[config.mk]
export PLATFORM = sky130hd
export DESIGN_NAME = lcd_panel_timing
export DESIGN_NICKNAME = d
export VERILOG_FILES = /design/src/rtl/lcd_tim_pkg.sv /design/src/rtl/lcd_cfg_shadow.sv /design/src/rtl/lcd_tim_fsm.sv /design/src/rtl/lcd_sig_gen.sv /design/src/rtl/lcd_panel_timing.sv
export SDC_FILE = /design/constraint.sdc
export NUM_CORES = 1
export LEC_CHECK = 0
export BUFFER_PORTS_ARGS = -buffer_cell sky130_fd_sc_hd__buf_2
export CORE_MARGIN = 10
export CORE_UTILIZATION = 45
export CTS_BUF_LIST = sky130_fd_sc_hd__clkbuf_8
export DETAILED_ROUTE_END_ITERATION = 16
export PLACE_DENSITY = 0.65
export SLEW_MARGIN = 20
export SYNTH_ARGS = -nofsm -noshare
export SYNTH_HDL_FRONTEND = slang
export SYNTH_SLANG_ARGS = --single-unit
[constraint.sdc]
create_clock -name clk_i -period 4.1 [get_ports clk_i]
set_clock_uncertainty 0.2 [all_clocks]
set_input_delay 0.82 -clock clk_i [delete_from_list [all_inputs] [get_ports clk_i]]
set_output_delay 0.82 -clock clk_i [all_outputs]
set_load 0.02 [all_outputs]
[src/rtl/lcd_tim_pkg.sv]
package lcd_tim_pkg;

    localparam int CNT_W = 10;
    localparam int POS_W = CNT_W + 1;
    localparam int LDW_W = 8;
    localparam int VSW_W = 2;

    typedef enum logic [1:0] {
        ST_STOP     = 2'd0,
        ST_LINE_ACT = 2'd1,
        ST_LINE_BLK = 2'd2
    } lcd_state_e;

    typedef struct packed {
        logic             stn;
        logic             gate_clk;
        logic             pol_pclk;
        logic             pol_hs;
        logic             pol_vs;
        logic             pol_ld;
        logic [VSW_W-1:0] vs_width;
        logic             data_zero;
        logic             ld_valid_mode;
        logic [LDW_W-1:0] ld_width;
        logic [CNT_W-1:0] h_act;
        logic [CNT_W-1:0] h_blk;
        logic [CNT_W-1:0] v_act;
        logic [CNT_W-1:0] v_blk;
    } lcd_cfg_t;

endpackage

[src/rtl/lcd_cfg_shadow.sv]
module lcd_cfg_shadow
    import lcd_tim_pkg::*;
(
    input  logic     clk_i,
    input  logic     rst_ni,
    input  logic     load_i,
    input  lcd_cfg_t cfg_i,
    output lcd_cfg_t cfg_o
);

    lcd_cfg_t cfg_q;

    always_ff @(posedge clk_i or negedge rst_ni) begin
        if (!rst_ni) begin
            cfg_q <= '0;
        end else if (load_i) begin
            cfg_q <= cfg_i;
        end
    end

    assign cfg_o = cfg_q;

endmodule

[src/rtl/lcd_tim_fsm.sv]
module lcd_tim_fsm
    import lcd_tim_pkg::*;
(
    input  logic             clk_i,
    input  logic             rst_ni,
    input  logic             run_i,
    input  lcd_cfg_t         cfg_i,
    output lcd_state_e       state_o,
    output logic             phase_o,
    output logic [POS_W-1:0] hpos_o,
    output logic [POS_W-1:0] vpos_o,
    output logic             slot_adv_o,
    output logic             frame_load_o,
    output logic             fr_flip_o
);

    lcd_state_e       state_q, state_d;
    logic             phase_q;
    logic [POS_W-1:0] hpos_q, vpos_q;
    logic [POS_W-1:0] h_act_x, v_act_x, h_end, v_end;
    logic             h_last, v_last, act_last;

    assign h_act_x  = POS_W'(cfg_i.h_act);
    assign v_act_x  = POS_W'(cfg_i.v_act);
    assign h_end    = h_act_x + POS_W'(cfg_i.h_blk) - POS_W'(1);
    assign v_end    = v_act_x + POS_W'(cfg_i.v_blk) - POS_W'(1);
    assign h_last   = (hpos_q == h_end);
    assign v_last   = (vpos_q == v_end);
    assign act_last = (hpos_q == h_act_x - POS_W'(1));

    // state register
    always_ff @(posedge clk_i or negedge rst_ni) begin
        if (!rst_ni) begin
            state_q <= ST_STOP;
        end else begin
            state_q <= state_d;
        end
    end

    // transitions: START, ENTER_BLANK, NEXT_LINE, HALT
    always_comb begin
        state_d = state_q;
        unique case (state_q)
            ST_STOP: begin
                if (run_i) state_d = ST_LINE_ACT;
            end
            ST_LINE_ACT: begin
                if (!run_i)                   state_d = ST_STOP;
                else if (phase_q && act_last) state_d = ST_LINE_BLK;
            end
            ST_LINE_BLK: begin
                if (!run_i)                 state_d = ST_STOP;
                else if (phase_q && h_last) state_d = ST_LINE_ACT;
            end
            default: state_d = ST_STOP;
        endcase
    end

    // slot phase and position counters
    always_ff @(posedge clk_i or negedge rst_ni) begin
        if (!rst_ni) begin
            phase_q <= 1'b0;
            hpos_q  <= '0;
            vpos_q  <= '0;
        end else if (!run_i || state_q == ST_STOP) begin
            phase_q <= 1'b0;
            hpos_q  <= '0;
            vpos_q  <= '0;
        end else begin
            phase_q <= ~phase_q;
            if (phase_q) begin
                if (h_last) begin
                    hpos_q <= '0;
                    vpos_q <= v_last ? '0 : vpos_q + POS_W'(1);
                end else begin
                    hpos_q <= hpos_q + POS_W'(1);
                end
            end
        end
    end

    assign state_o      = state_q;
    assign phase_o      = phase_q;
    assign hpos_o       = hpos_q;
    assign vpos_o       = vpos_q;
    assign slot_adv_o   = run_i && (state_q == ST_STOP || phase_q);
    assign frame_load_o = (state_q == ST_STOP) || (phase_q && h_last && v_last);
    assign fr_flip_o    = run_i && (state_q != ST_STOP) && phase_q && h_last
                          && (vpos_q + POS_W'(1) == v_act_x);

    AST_HALT_NEXT: assert property (@(posedge clk_i) disable iff (!rst_ni)
        !run_i |=> state_q == ST_STOP);
    AST_HPOS_BOUND: assert property (@(posedge clk_i) disable iff (!rst_ni)
        state_q != ST_STOP |-> hpos_q <= h_end);
    AST_VPOS_BOUND: assert property (@(posedge clk_i) disable iff (!rst_ni)
        state_q != ST_STOP |-> vpos_q <= v_end);
    AST_PHASE_ALT: assert property (@(posedge clk_i) disable iff (!rst_ni)
        (state_q != ST_STOP && $past(state_q) != ST_STOP)
            |-> phase_q != $past(phase_q));

endmodule

[src/rtl/lcd_sig_gen.sv]
module lcd_sig_gen
    import lcd_tim_pkg::*;
#(
    parameter int PIX_W = 24
) (
    input  logic             clk_i,
    input  logic             rst_ni,
    input  lcd_state_e       state_i,
    input  logic             phase_i,
    input  logic [POS_W-1:0] hpos_i,
    input  logic [POS_W-1:0] vpos_i,
    input  logic             slot_adv_i,
    input  logic             fr_flip_i,
    input  lcd_cfg_t         cfg_i,
    input  logic             pix_vld_i,
    input  logic [PIX_W-1:0] pix_data_i,
    output logic             pclk_o,
    output logic             hs_o,
    output logic             vs_o,
    output logic             ld_o,
    output logic             fr_o,
    output logic [PIX_W-1:0] data_o
);

    localparam int VSPAN_W = POS_W + 1;

    logic             vld_q, fr_q;
    logic [PIX_W-1:0] dat_q;
    logic [POS_W-1:0] h_act_x, v_act_x, h_off;
    logic [VSPAN_W-1:0] vs_lim;
    logic [VSW_W:0]   vs_lines;
    logic running, win, dv, gate, pclk_raw, hs_act, vs_act, ld_act;

    // slot-start capture of the upstream pixel
    always_ff @(posedge clk_i or negedge rst_ni) begin
        if (!rst_ni) begin
            vld_q <= 1'b0;
            dat_q <= '0;
        end else if (slot_adv_i) begin
            vld_q <= pix_vld_i;
            dat_q <= pix_data_i;
        end
    end

    // frame alternation
    always_ff @(posedge clk_i or negedge rst_ni) begin
        if (!rst_ni) begin
            fr_q <= 1'b0;
        end else if (state_i == ST_STOP) begin
            fr_q <= 1'b0;
        end else if (fr_flip_i) begin
            fr_q <= ~fr_q;
        end
    end

    assign h_act_x  = POS_W'(cfg_i.h_act);
    assign v_act_x  = POS_W'(cfg_i.v_act);
    assign h_off    = hpos_i - h_act_x;
    assign vs_lines = (cfg_i.vs_width == 2'b11) ? 3'd1
                                                : {1'b0, cfg_i.vs_width} + 3'd1;
    assign vs_lim   = VSPAN_W'(v_act_x) + VSPAN_W'(vs_lines);

    // outputs
    always_comb begin
        running  = (state_i != ST_STOP);
        win      = running && (hpos_i < h_act_x) && (vpos_i < v_act_x);
        dv       = win && vld_q;
        gate     = cfg_i.stn || cfg_i.gate_clk;
        pclk_raw = running && phase_i && (!gate || dv);
        hs_act   = (state_i == ST_LINE_BLK) && (hpos_i == h_act_x);
        vs_act   = running && (vpos_i >= v_act_x) && (VSPAN_W'(vpos_i) < vs_lim);
        if (cfg_i.ld_valid_mode) begin
            ld_act = dv;
        end else begin
            ld_act = (state_i == ST_LINE_BLK) && (h_off < POS_W'(cfg_i.ld_width));
        end
        pclk_o = pclk_raw ^ cfg_i.pol_pclk;
        hs_o   = hs_act ^ cfg_i.pol_hs;
        vs_o   = vs_act ^ cfg_i.pol_vs;
        ld_o   = ld_act ^ cfg_i.pol_ld;
        fr_o   = fr_q && running;
        data_o = (dv && !cfg_i.data_zero) ? dat_q : '0;
    end

    AST_DATA_IN_WINDOW: assert property (@(posedge clk_i) disable iff (!rst_ni)
        (data_o != '0) |-> (hpos_i < h_act_x && vpos_i < v_act_x));
    AST_PCLK_FIRST_LOW: assert property (@(posedge clk_i) disable iff (!rst_ni)
        !phase_i |-> pclk_o == cfg_i.pol_pclk);
    AST_FR_AT_VSYNC: assert property (@(posedge clk_i) disable iff (!rst_ni)
        (fr_q != $past(fr_q) && state_i != ST_STOP && $past(state_i) != ST_STOP)
            |-> (vpos_i == v_act_x && hpos_i == '0));
    AST_VS_OPENS_AT_VACT: assert property (@(posedge clk_i) disable iff (!rst_ni)
        (vs_act && !$past(vs_act)) |-> vpos_i == v_act_x);

endmodule

[src/rtl/lcd_panel_timing.sv]
module lcd_panel_timing
    import lcd_tim_pkg::*;
#(
    parameter int PIX_W = 24
) (
    input  logic             clk_i,
    input  logic             rst_ni,
    input  logic             run_i,
    input  logic             stn_mode_i,
    input  logic             pclk_gate_i,
    input  logic             pclk_pol_i,
    input  logic             hs_pol_i,
    input  logic             vs_pol_i,
    input  logic             ld_pol_i,
    input  logic [1:0]       vs_width_i,
    input  logic             data_zero_i,
    input  logic             ld_valid_mode_i,
    input  logic [7:0]       ld_width_i,
    input  logic [9:0]       h_act_i,
    input  logic [9:0]       h_blk_i,
    input  logic [9:0]       v_act_i,
    input  logic [9:0]       v_blk_i,
    input  logic             pix_vld_i,
    input  logic [PIX_W-1:0] pix_data_i,
    output logic             lcd_pclk_o,
    output logic             lcd_hs_o,
    output logic             lcd_vs_o,
    output logic             lcd_ld_o,
    output logic             lcd_fr_o,
    output logic [PIX_W-1:0] lcd_data_o
);

    lcd_cfg_t         cfg_live, cfg_sh;
    lcd_state_e       state;
    logic             phase, slot_adv, frame_load, fr_flip;
    logic [POS_W-1:0] hpos, vpos;

    always_comb begin
        cfg_live               = '0;
        cfg_live.stn           = stn_mode_i;
        cfg_live.gate_clk      = pclk_gate_i;
        cfg_live.pol_pclk      = pclk_pol_i;
        cfg_live.pol_hs        = hs_pol_i;
        cfg_live.pol_vs        = vs_pol_i;
        cfg_live.pol_ld        = ld_pol_i;
        cfg_live.vs_width      = vs_width_i;
        cfg_live.data_zero     = data_zero_i;
        cfg_live.ld_valid_mode = ld_valid_mode_i;
        cfg_live.ld_width      = ld_width_i;
        cfg_live.h_act         = h_act_i;
        cfg_live.h_blk         = h_blk_i;
        cfg_live.v_act         = v_act_i;
        cfg_live.v_blk         = v_blk_i;
    end

    lcd_cfg_shadow u_shadow (
        .clk_i  (clk_i),
        .rst_ni (rst_ni),
        .load_i (frame_load),
        .cfg_i  (cfg_live),
        .cfg_o  (cfg_sh)
    );

    lcd_tim_fsm u_fsm (
        .clk_i        (clk_i),
        .rst_ni       (rst_ni),
        .run_i        (run_i),
        .cfg_i        (cfg_sh),
        .state_o      (state),
        .phase_o      (phase),
        .hpos_o       (hpos),
        .vpos_o       (vpos),
        .slot_adv_o   (slot_adv),
        .frame_load_o (frame_load),
        .fr_flip_o    (fr_flip)
    );

    lcd_sig_gen #(.PIX_W(PIX_W)) u_sig (
        .clk_i      (clk_i),
        .rst_ni     (rst_ni),
        .state_i    (state),
        .phase_i    (phase),
        .hpos_i     (hpos),
        .vpos_i     (vpos),
        .slot_adv_i (slot_adv),
        .fr_flip_i  (fr_flip),
        .cfg_i      (cfg_sh),
        .pix_vld_i  (pix_vld_i),
        .pix_data_i (pix_data_i),
        .pclk_o     (lcd_pclk_o),
        .hs_o       (lcd_hs_o),
        .vs_o       (lcd_vs_o),
        .ld_o       (lcd_ld_o),
        .fr_o       (lcd_fr_o),
        .data_o     (lcd_data_o)
    );

    AST_STOP_QUIET: assert property (@(posedge clk_i) disable iff (!rst_ni)
        $past(!run_i) && !run_i |-> (lcd_data_o == '0 && !lcd_fr_o));

endmodule

==> metrics.yaml, run 1 <==
ant_nets: 0
vias: 6626
max-slew-margin-rel_pct: 54.0
globalplace.congestion: 0.877
wire_per_inst_um: 16.9
final_nets: 1163
dieArea_um2: 24100
power_density_nw_per_um2: 316
critPathBufInv: 4
crit_slowest_cell: "fa_2"
cts_buffers: 9
cp_common_cell: "ha_4"
cts_tree: "yes"
via_per_inst: 5.40
synth_cells: 842
r2r_slack_ns: 0.21
grt_util_all_layers_pct: 16.5
hold_viol_final: 0
syn_to_final_growth_pct: 20.7
synth_flop_cell: "dfrtp_1"
worstSetupEndpoint: "lcd_vs_o"
rsz0062_at_grt: "true"
status: "finished with violations"
numPortBuffers: 114
worstPathArrival_ns: 3.17
violations: "negative setup slack"
cap_violations: 0
cp_num_cells: 15
critPathKind: "reg2out"
synth_edf_count: 0
grt_max_degree: 61
worst_slack_ns: -0.0857
cp_max_fo: 2
fp.dieW_um: 155
reg2regPathDepth: 17
critical_path.cell_chain: "inv_2 > ha_4 > inv_4 > ha_4 > fa_2 > inv_2 > ha_4 > a211oi_2 > o21bai_1 > a21oi_1 > o21ai_1 > a21oi_1 > o211ai_1 > xnor2_1 > buf_4"
cellLeakagePower_uw: 0.00484
cts_buffer_depth: 2
grt_pass1_wl_mm: 32.6
async_flop_share_pct: 100
cts-hold-fix-buffers: 0
min_path_type: "in2async"
tightest_slew_ns: 0.684
clkTransAtPathRegs_ns: 0.11
ir_drop_uv: 179
critical-path-max-stage-delay_ns: 0.53
drt_first_iter_violations: 381
r2r-end: "u_shadow.cfg_o[34]"
fmax_mhz: 239
rows: 49
drive_above_1_share_pct: 33.0
first_pass_iters: 5
power_uw: 3140
post-route-period-util_pct: 102
grt-ovfl-total: 0
hpwl_mm: 15.8
netlist_area_um2: 8220
htreeDepth: 3
layout_min_cycle_time_ns: 4.19
synth_fp_nets: 1013
ios: 115
crit_required_ns: 3.08
cp-startpoint: "u_shadow.cfg_o[51]"
grt_pass1_vias: 6363
crit_path_start_kind: "flip-flop"
fp.coreArea_um2: 18000
drv_slew: 0
cts_num_sinks: 109
ys_seq_elements: 109
setup_viol: 1
worst_skew_pair.late_latency_ns: 0.40
n_antenna_cell: 0
holdWs_ns: 0.233
routed_wl_mm: 20.7
root_buffer: "clkbuf_8"
yosys_warnings: 0
die-height_um: 155
crit_family: "adder cells"
end_kind: "output pin"
start_util_pct: 45.8
drc: 0
r2r_start: "u_shadow.cfg_o[30]"
synth_cell_types: 63
ys_seq_area_share_pct: 33.2
antenna_found_initial: 2
synth.avg_cell_area_um2: 9.77
## cell type report
| type | instances | area [µm²] |
|---|---|---|
| sequential | 109 | 2730 |
| fill | 1647 | 8040 |
| timing repair buffer | 171 | 1180 |
| inverter | 97 | 369 |
| tap | 229 | 287 |
| clock inverter | 7 | 65.1 |
| clock buffer | 9 | 124 |
| multi-input combinational | 604 | 5170 |
## layout by cell type, fill, tap and decap left out, drive strengths merged, types with 13 or more instances in the layout
cell / instances
buf: 167
clkbuf: 13
nor3: 21
ha: 81
nor2: 42
o21ai: 18
inv: 102
nand3: 30
xor2: 29
dfrtp: 109
and2: 29
nand2: 39
a21oi: 31
xnor2: 61
nor4: 15
mux2: 85
## repair_timing
item                                   in CTS  in global routing
setup endpoints to repair                   2                 81
pin swaps                                  29                 32
gates cloned                                0                  5
gates resized for setup                    32                 34
setup buffers                               6                 12
endpoints found under the hold margin       0                  0
## sequential cells by signal, indices dropped and copies added, names as in the netlist
signal          flops
u_fsm.hpos_o       11
u_sig.vld_q         1
u_shadow.cfg_o     58
u_fsm.state_o       2
u_sig.fr_q          1
u_fsm.vpos_o       11
u_sig.dat_q        24
u_fsm.phase_o       1
## routing by layer
metal / up-vias / part of all wire [%] / GRT usage [%]
li1: 3234 / - / -
met1: 3173 / 47 / 22.7
met2: 188 / 45 / 24.9
met3: 29 / 6.9 / 4.36
met4: 2 / 1.2 / 4.72
met5: - / 0.063 / 0
## cells by family after synthesis
logic type / synth area share (%)
buffers and inverters: 6.82
multiplexers: 12.8
XOR/XNOR: 9.59
AO/OA/AOI/OAI: 9.85
flip-flops: 33.2
AND/OR/NAND/NOR: 14.5
adder cells (fa/ha/maj): 13.3
## Yosys cell counts (all sizes together) (6+ instances only)
master    n  area, µm²
o21ai    18       90.1
and2     29        181
mux2     85       1030
a21oi    31        155
a211o    10       87.6
inv      97        364
dfrtp   109       2730
buf      12        118
nor4     15        106
xnor2    61        534
nand2b    6       37.5
nand3    30        150
and3      8       50.1
nand4    10       62.6
nor3     21        105
a21o      8       60.1
clkbuf   21       78.8
nor2     42        158
xor2     29        254
nand2    39        146
a211oi    7       57.6
ha       81       1010
## through the flow
stage | area (µm²) | utilization [%] | setup slack (ns) | setup TNS, ns | std cells
3_3_place_gp | 9230 | 51.4 | 0.176 | 0 | 1187
5_1_grt | 9930 | 55.3 | -0.306 | -0.514 | 1226
6_report | 9930 | 55.3 | -0.0857 | -0.0857 | 1226
4_1_cts | 9600 | 53.5 | -0.128 | -0.165 | 1209
2_1_floorplan | 8220 | - | 0.268 | 0 | 842
3_5_place_dp | 9230 | 51.4 | 0.177 | 0 | 1187
## power breakdown
| part | internal (µW) | switching [µW] |
|---|---|---|
| Clock | 238 | 430 |
| Combinational | 593 | 646 |
| Sequential | 1170 | 60.2 |
| Total | 2000 | 1140 |
## worst min path at each step
stage,start,to,cells after the start,slack (ns)
floorplan,u_sig.dat_q[0],u_sig.dat_q[0],1,0.27
finish,rst_ni,u_sig.dat_q[7],1,0.23
global placement,u_sig.dat_q[16],u_sig.dat_q[16],1,0.28
detailed placement,u_sig.dat_q[10],u_sig.dat_q[10],1,0.28
CTS,rst_ni,u_sig.dat_q[8],1,0.25
global route,rst_ni,u_sig.dat_q[8],1,0.26
No activity file was read; power rests on OpenSTA's default activity.
==> inputs of run 2 (changes only) <==
--- a/config.mk
+++ b/config.mk
@@ -6,11 +6,10 @@
 export NUM_CORES = 1
 export LEC_CHECK = 0
 export BUFFER_PORTS_ARGS = -buffer_cell sky130_fd_sc_hd__buf_2
-export CORE_MARGIN = 10
 export CORE_UTILIZATION = 45
 export CTS_BUF_LIST = sky130_fd_sc_hd__clkbuf_8
 export DETAILED_ROUTE_END_ITERATION = 16
-export PLACE_DENSITY = 0.65
+export PLACE_DENSITY_LB_ADDON = 0.2
 export SLEW_MARGIN = 20
 export SYNTH_ARGS = -nofsm -noshare
 export SYNTH_HDL_FRONTEND = slang
==> metrics.yaml, run 2 (synthesis results as in run 1) <==
instances_no_fill: 1211  # -1.2%
setup_viol: 2  # +1
ant_nets: 0  # unchanged
n_antenna_cell: 0  # unchanged
final_common_cell: "buf_2"
layout_common_cells: "buf_2, dfrtp_1, inv_1, ha_1, mux2_2"
cts_tree: "yes"
post-route-period-util_pct: 105  # +2.7 points
start_util_pct: 45.8  # unchanged
cap_violations: 0  # unchanged
power_density_nw_per_um2: 322  # +2.0%
wire_per_inst_um: 15.9  # -6.2%
min_path_type: "in2async"
holdWs_ns: 0.247  # +0.0145 ns
fp.coreArea_um2: 18000  # unchanged
ios: 115  # unchanged
routed_wl_mm: 19.2  # -7.3%
die-height_um: 137  # -12%
via_per_inst: 5.34  # -1.1%
dp.cells: 1190  # +0.25%
cts-hold-fix-buffers: 0  # unchanged
final_area_um2: 9570  # -3.6%
fmax_mhz: 233  # -2.6%
final_nets: 1148  # -1.3%
worst_skew_pair.late_latency_ns: 0.41  # about the same
violations: "negative setup slack"
rows: 49  # unchanged
antenna_found_initial: 1  # -1
cts_num_sinks: 109  # unchanged
dpl-instance-area_um2: 9240  # +0.11%
fin_setup_tns_ns: -0.227  # -0.142 ns
drive_above_1_share_pct: 30.1  # -2.9 points
dieArea_um2: 18800  # -22%
drv_slew: 0  # unchanged
tightest_slew_ns: 0.781  # +0.0973 ns
reg2regPathDepth: 15  # -2
root_buffer: "clkbuf_8"
rsz0062_at_grt: "true"
grt-ovfl-total: 0  # unchanged
crit_path_start_kind: "flip-flop"
hold_viol_final: 0  # unchanged
syn_to_final_growth_pct: 16.4
globalplace.congestion: 0.840  # -4.3%
numPortBuffers: 114  # unchanged
grt_util_all_layers_pct: 21.4  # +4.9 points
worstPathArrival_ns: 3.28  # +0.11 ns
hpwl_mm: 14.6  # -7.2%
cts_buffer_depth: 2  # unchanged
status: "finished with violations"
ir_drop_uv: 189  # +5.7%
first_pass_iters: 4  # -1
largest_reg_flops: 58  # unchanged
fp.dieW_um: 137  # -12%
worst_slack_ns: -0.197  # -0.111 ns
max-slew-margin-rel_pct: 47.9  # -6.1 points
power_uw: 3080  # -1.7%
crit_required_ns: 3.08  # about the same
layout_min_cycle_time_ns: 4.30  # +0.111 ns
drt_first_iter_violations: 277  # -27%
drc: 0  # unchanged
grt_pass1_vias: 6058  # -4.8%
critPathKind: "reg2out"
end_kind: "output pin"
cellLeakagePower_uw: 0.00471  # -2.8%
cts_buffers: 9  # unchanged
clkTransAtPathRegs_ns: 0.13  # +0.02 ns
grt_pass1_wl_mm: 31.1  # -4.5%
cp_max_fo: 2  # unchanged
htreeDepth: 3  # unchanged
vias: 6470  # -2.4%
grt_max_degree: 58  # -4.9%
run 2: cell count changes in the layout (fill, tap and decap cells not counted), moves of 5 or more:
| cell | change |
|---|---|
| inv_2 | -5 |
| ha_4 | -5 |
| inv_1 | +7 |
| buf_4 | -8 |
| mux2_2 | +7 |
| mux2_4 | -7 |
run 2: metal layers:
layer	track usage (%)	routed length [µm]	up-vias
li1	-	-	3186
met1	31.8	9580	3093
met2	31.4	8260	165
met3	3.57	1040	24
met4	6.90	331	2
met5	0	13	-
run 2: report_power, final:
part | total (µW) | switching [µW] | internal (µW)
clock | 691 | 448 | 243
sequential | 1230 | 58.4 | 1170
combinational | 1170 | 616 | 549
total | 3080 | 1120 | 1960
run 2: worst paths after layout:
path,start,end,slack [ns]
max in group asynchronous,rst_ni,u_shadow.cfg_o[30],2.65
min in group clk_i,u_sig.dat_q[0],u_sig.dat_q[0],0.31
worst max register to register,u_shadow.cfg_o[31],u_shadow.cfg_o[40],0.17
worst min-delay path,rst_ni,u_shadow.cfg_o[3],0.25
worst max-delay path,u_shadow.cfg_o[51],lcd_vs_o,-0.20
worst min register to register,u_sig.dat_q[0],u_sig.dat_q[0],0.31
run 2: metrics by stage:
step,utilization [%],setup WS [ns]
after global placement,51.4,0.170
final,53.3,-0.197
after CTS,52.9,-0.223
after floorplan,-,0.268
after detailed placement,51.4,0.128
after global routing,53.3,-0.339
run 2: cell type report:
| class | count | area (µm²) |
|---|---|---|
| clock buffers | 9 | 124 |
| flip-flops and latches | 109 | 2730 |
| repair buffers | 157 | 967 |
| fillers | 1638 | 8390 |
| multi-input cells | 603 | 5030 |
| inverters | 97 | 364 |
| clock inverters | 7 | 68.8 |
| well taps | 229 | 287 |
run 2: worst max-delay path: stages, from the launching register on:
cell and delay [ns]:
dfrtp_1 0.39, inv_1 0.05, ha_1 0.13, inv_1 0.05, ha_2 0.19, fa_1 0.41
xnor2_1 0.15, ha_1 0.22, a211oi_2 0.25, o21bai_1 0.11, a21oi_1 0.15, o21ai_1 0.11
a21oi_1 0.18, o211ai_1 0.12, xnor2_1 0.20, buf_4 0.17
run 2: what timing repair did:
item | CTS | global route
buffers inserted | 2 | 2
resized for setup | 19 | 15
setup endpoints to repair | 2 | 69
pin swaps | 18 | 16
cloned | 0 | 1
==> inputs of run 3 (changes only) <==
--- a/config.mk
+++ b/config.mk
@@ -10,6 +10,7 @@
 export CTS_BUF_LIST = sky130_fd_sc_hd__clkbuf_8
 export DETAILED_ROUTE_END_ITERATION = 16
 export PLACE_DENSITY_LB_ADDON = 0.2
+export SKIP_CTS_REPAIR_TIMING = 1
 export SLEW_MARGIN = 20
 export SYNTH_ARGS = -nofsm -noshare
 export SYNTH_HDL_FRONTEND = slang
==> metrics.yaml, run 3 (synthesis results as in run 1) <==
status: "finished with violations"
violations: "negative setup slack"
routed_wl_mm: 19.3  # +0.36%
crit_required_ns: 3.08  # about the same
fp.coreArea_um2: 18000  # unchanged
crit_family: "adder cells"
worstSetupEndpoint: "lcd_vs_o"
layout_common_cells: "buf_2, dfrtp_1, inv_1, ha_1, mux2_2"
start_util_pct: 45.8  # unchanged
rsz0062_at_grt: "true"
setup_viol: 2  # unchanged
rows: 49  # unchanged
layout_min_cycle_time_ns: 4.31  # +0.0167 ns
r2r-end: "u_shadow.cfg_o[40]"
worstPathArrival_ns: 3.29  # about the same
cellLeakagePower_uw: 0.00471  # about the same
end_kind: "output pin"
met2_length_mm: 8.29  # +0.38%
final_nets: 1147  # -0.087%
vias: 6440  # -0.46%
tightest_slew_ns: 0.785  # +0.00417 ns
fp.dieW_um: 137  # unchanged
instances_no_fill: 1210  # -0.083%
die-height_um: 137  # unchanged
root_buffer: "clkbuf_8"
final_common_cell: "buf_2"
hold_viol_final: 0  # unchanged
final_area_um2: 9610  # +0.41%
fin_setup_tns_ns: -0.329  # -0.102 ns
dpl-instance-area_um2: 9240  # unchanged
cap_violations: 0  # unchanged
ios: 115  # unchanged
power_density_nw_per_um2: 323  # +0.12%
critical_path.cell_chain: "inv_2 > ha_4 > inv_2 > ha_4 > fa_2 > inv_2 > ha_4 > a211oi_2 > o21bai_1 > a21oi_1 > o21ai_1 > a21oi_1 > o211ai_1 > xnor2_1 > buf_4"
critPathBufInv: 4  # +1
globalplace.congestion: 0.840  # unchanged
max-slew-margin-rel_pct: 47.7  # -0.28 points
min_path_type: "in2async"
r2r_start: "u_shadow.cfg_o[31]"
drive_above_1_share_pct: 30.6  # +0.44 points
ir_drop_uv: 190  # +0.16%
n_antenna_cell: 0  # unchanged
cp_num_cells: 15  # unchanged
drv_slew: 0  # unchanged
drt_first_iter_violations: 348  # +26%
cts_buffer_depth: 2  # unchanged
grt_pass1_vias: 6049  # -0.15%
cts_tree: "yes"
via_per_inst: 5.32  # -0.38%
worst_slack_ns: -0.213  # -0.0167 ns
cts_buffers: 9  # unchanged
utilization_pct: 53.5  # +0.22 points
crit_slowest_cell: "fa_2"
numPortBuffers: 114  # unchanged
syn_to_final_growth_pct: 16.9
grt_pass1_wl_mm: 31.0  # -0.51%
pre_cts_ws_ns: 0.128  # unchanged
dp.cells: 1190  # unchanged
fmax_mhz: 232  # -0.39%
grt_max_degree: 58  # unchanged
dr.max_layer_used: "met5"
grt-ovfl-total: 0  # unchanged
ant_nets: 0  # unchanged
hpwl_mm: 14.6  # unchanged
first_pass_iters: 4  # unchanged
antenna_found_initial: 1  # unchanged
htreeDepth: 3  # unchanged
cp-startpoint: "u_shadow.cfg_o[51]"
r2r_slack_ns: 0.20  # +0.03 ns
cts_num_sinks: 109  # unchanged
post-route-period-util_pct: 105  # +0.41 points
critical-path-max-stage-delay_ns: 0.53  # +0.12 ns
drc: 0  # unchanged
wl_met1_mm: 9.64  # +0.66%
grt_util_all_layers_pct: 21.3  # -0.15 points
largest_reg_flops: 58  # unchanged
crit_path_start_kind: "flip-flop"
wire_per_inst_um: 15.9  # +0.44%
clkTransAtPathRegs_ns: 0.13  # about the same
wl_met3_mm: 1.01  # -2.4%
worst_skew_pair.late_latency_ns: 0.41  # about the same
cp_max_fo: 2  # unchanged
critPathKind: "reg2out"
reg2regPathDepth: 15  # unchanged
dieArea_um2: 18800  # unchanged
## run 3: area by class of cell
class                           instances  area (µm²)
Multi-Input combinational cell        603        5080
Sequential cell                       109        2730
Clock inverter                          7        68.8
Inverter                               97         364
Clock buffer                            9         124
Timing Repair Buffer                  156         960
Fill cell                            1641        8350
Tap cell                              229         287
## run 3: layer usage
layer / up-vias / global-route usage (%)
li1: 3185 / -
met5: - / 0
met1: 3073 / 31.7
met4: 2 / 6.47
met3: 24 / 3.53
met2: 156 / 31.2
## run 3: worst min path at each step
stage                              start                end  depth (start not counted)
after CTS                         rst_ni  u_shadow.cfg_o[3]                          1
after global routing      u_sig.dat_q[3]     u_sig.dat_q[3]                          1
final                             rst_ni  u_shadow.cfg_o[3]                          1
after detailed placement  u_sig.dat_q[6]     u_sig.dat_q[6]                          1
after global placement    u_sig.dat_q[7]     u_sig.dat_q[7]                          1
after floorplan           u_sig.dat_q[0]     u_sig.dat_q[0]                          1
## run 3: per-stage QoR
stage | power, µW | hold slack, ns
6_report | 3100 | 0.249
3_3_place_gp | 2360 | 0.277
4_1_cts | 3080 | 0.284
2_1_floorplan | 2080 | 0.271
5_1_grt | 3320 | 0.323
3_5_place_dp | 2380 | 0.286
## run 3: power by group
group          switching [µW]  total [µW]  internal, µW
logic                     624        1180           556
clock network             449         692           243
registers                59.3        1230          1170
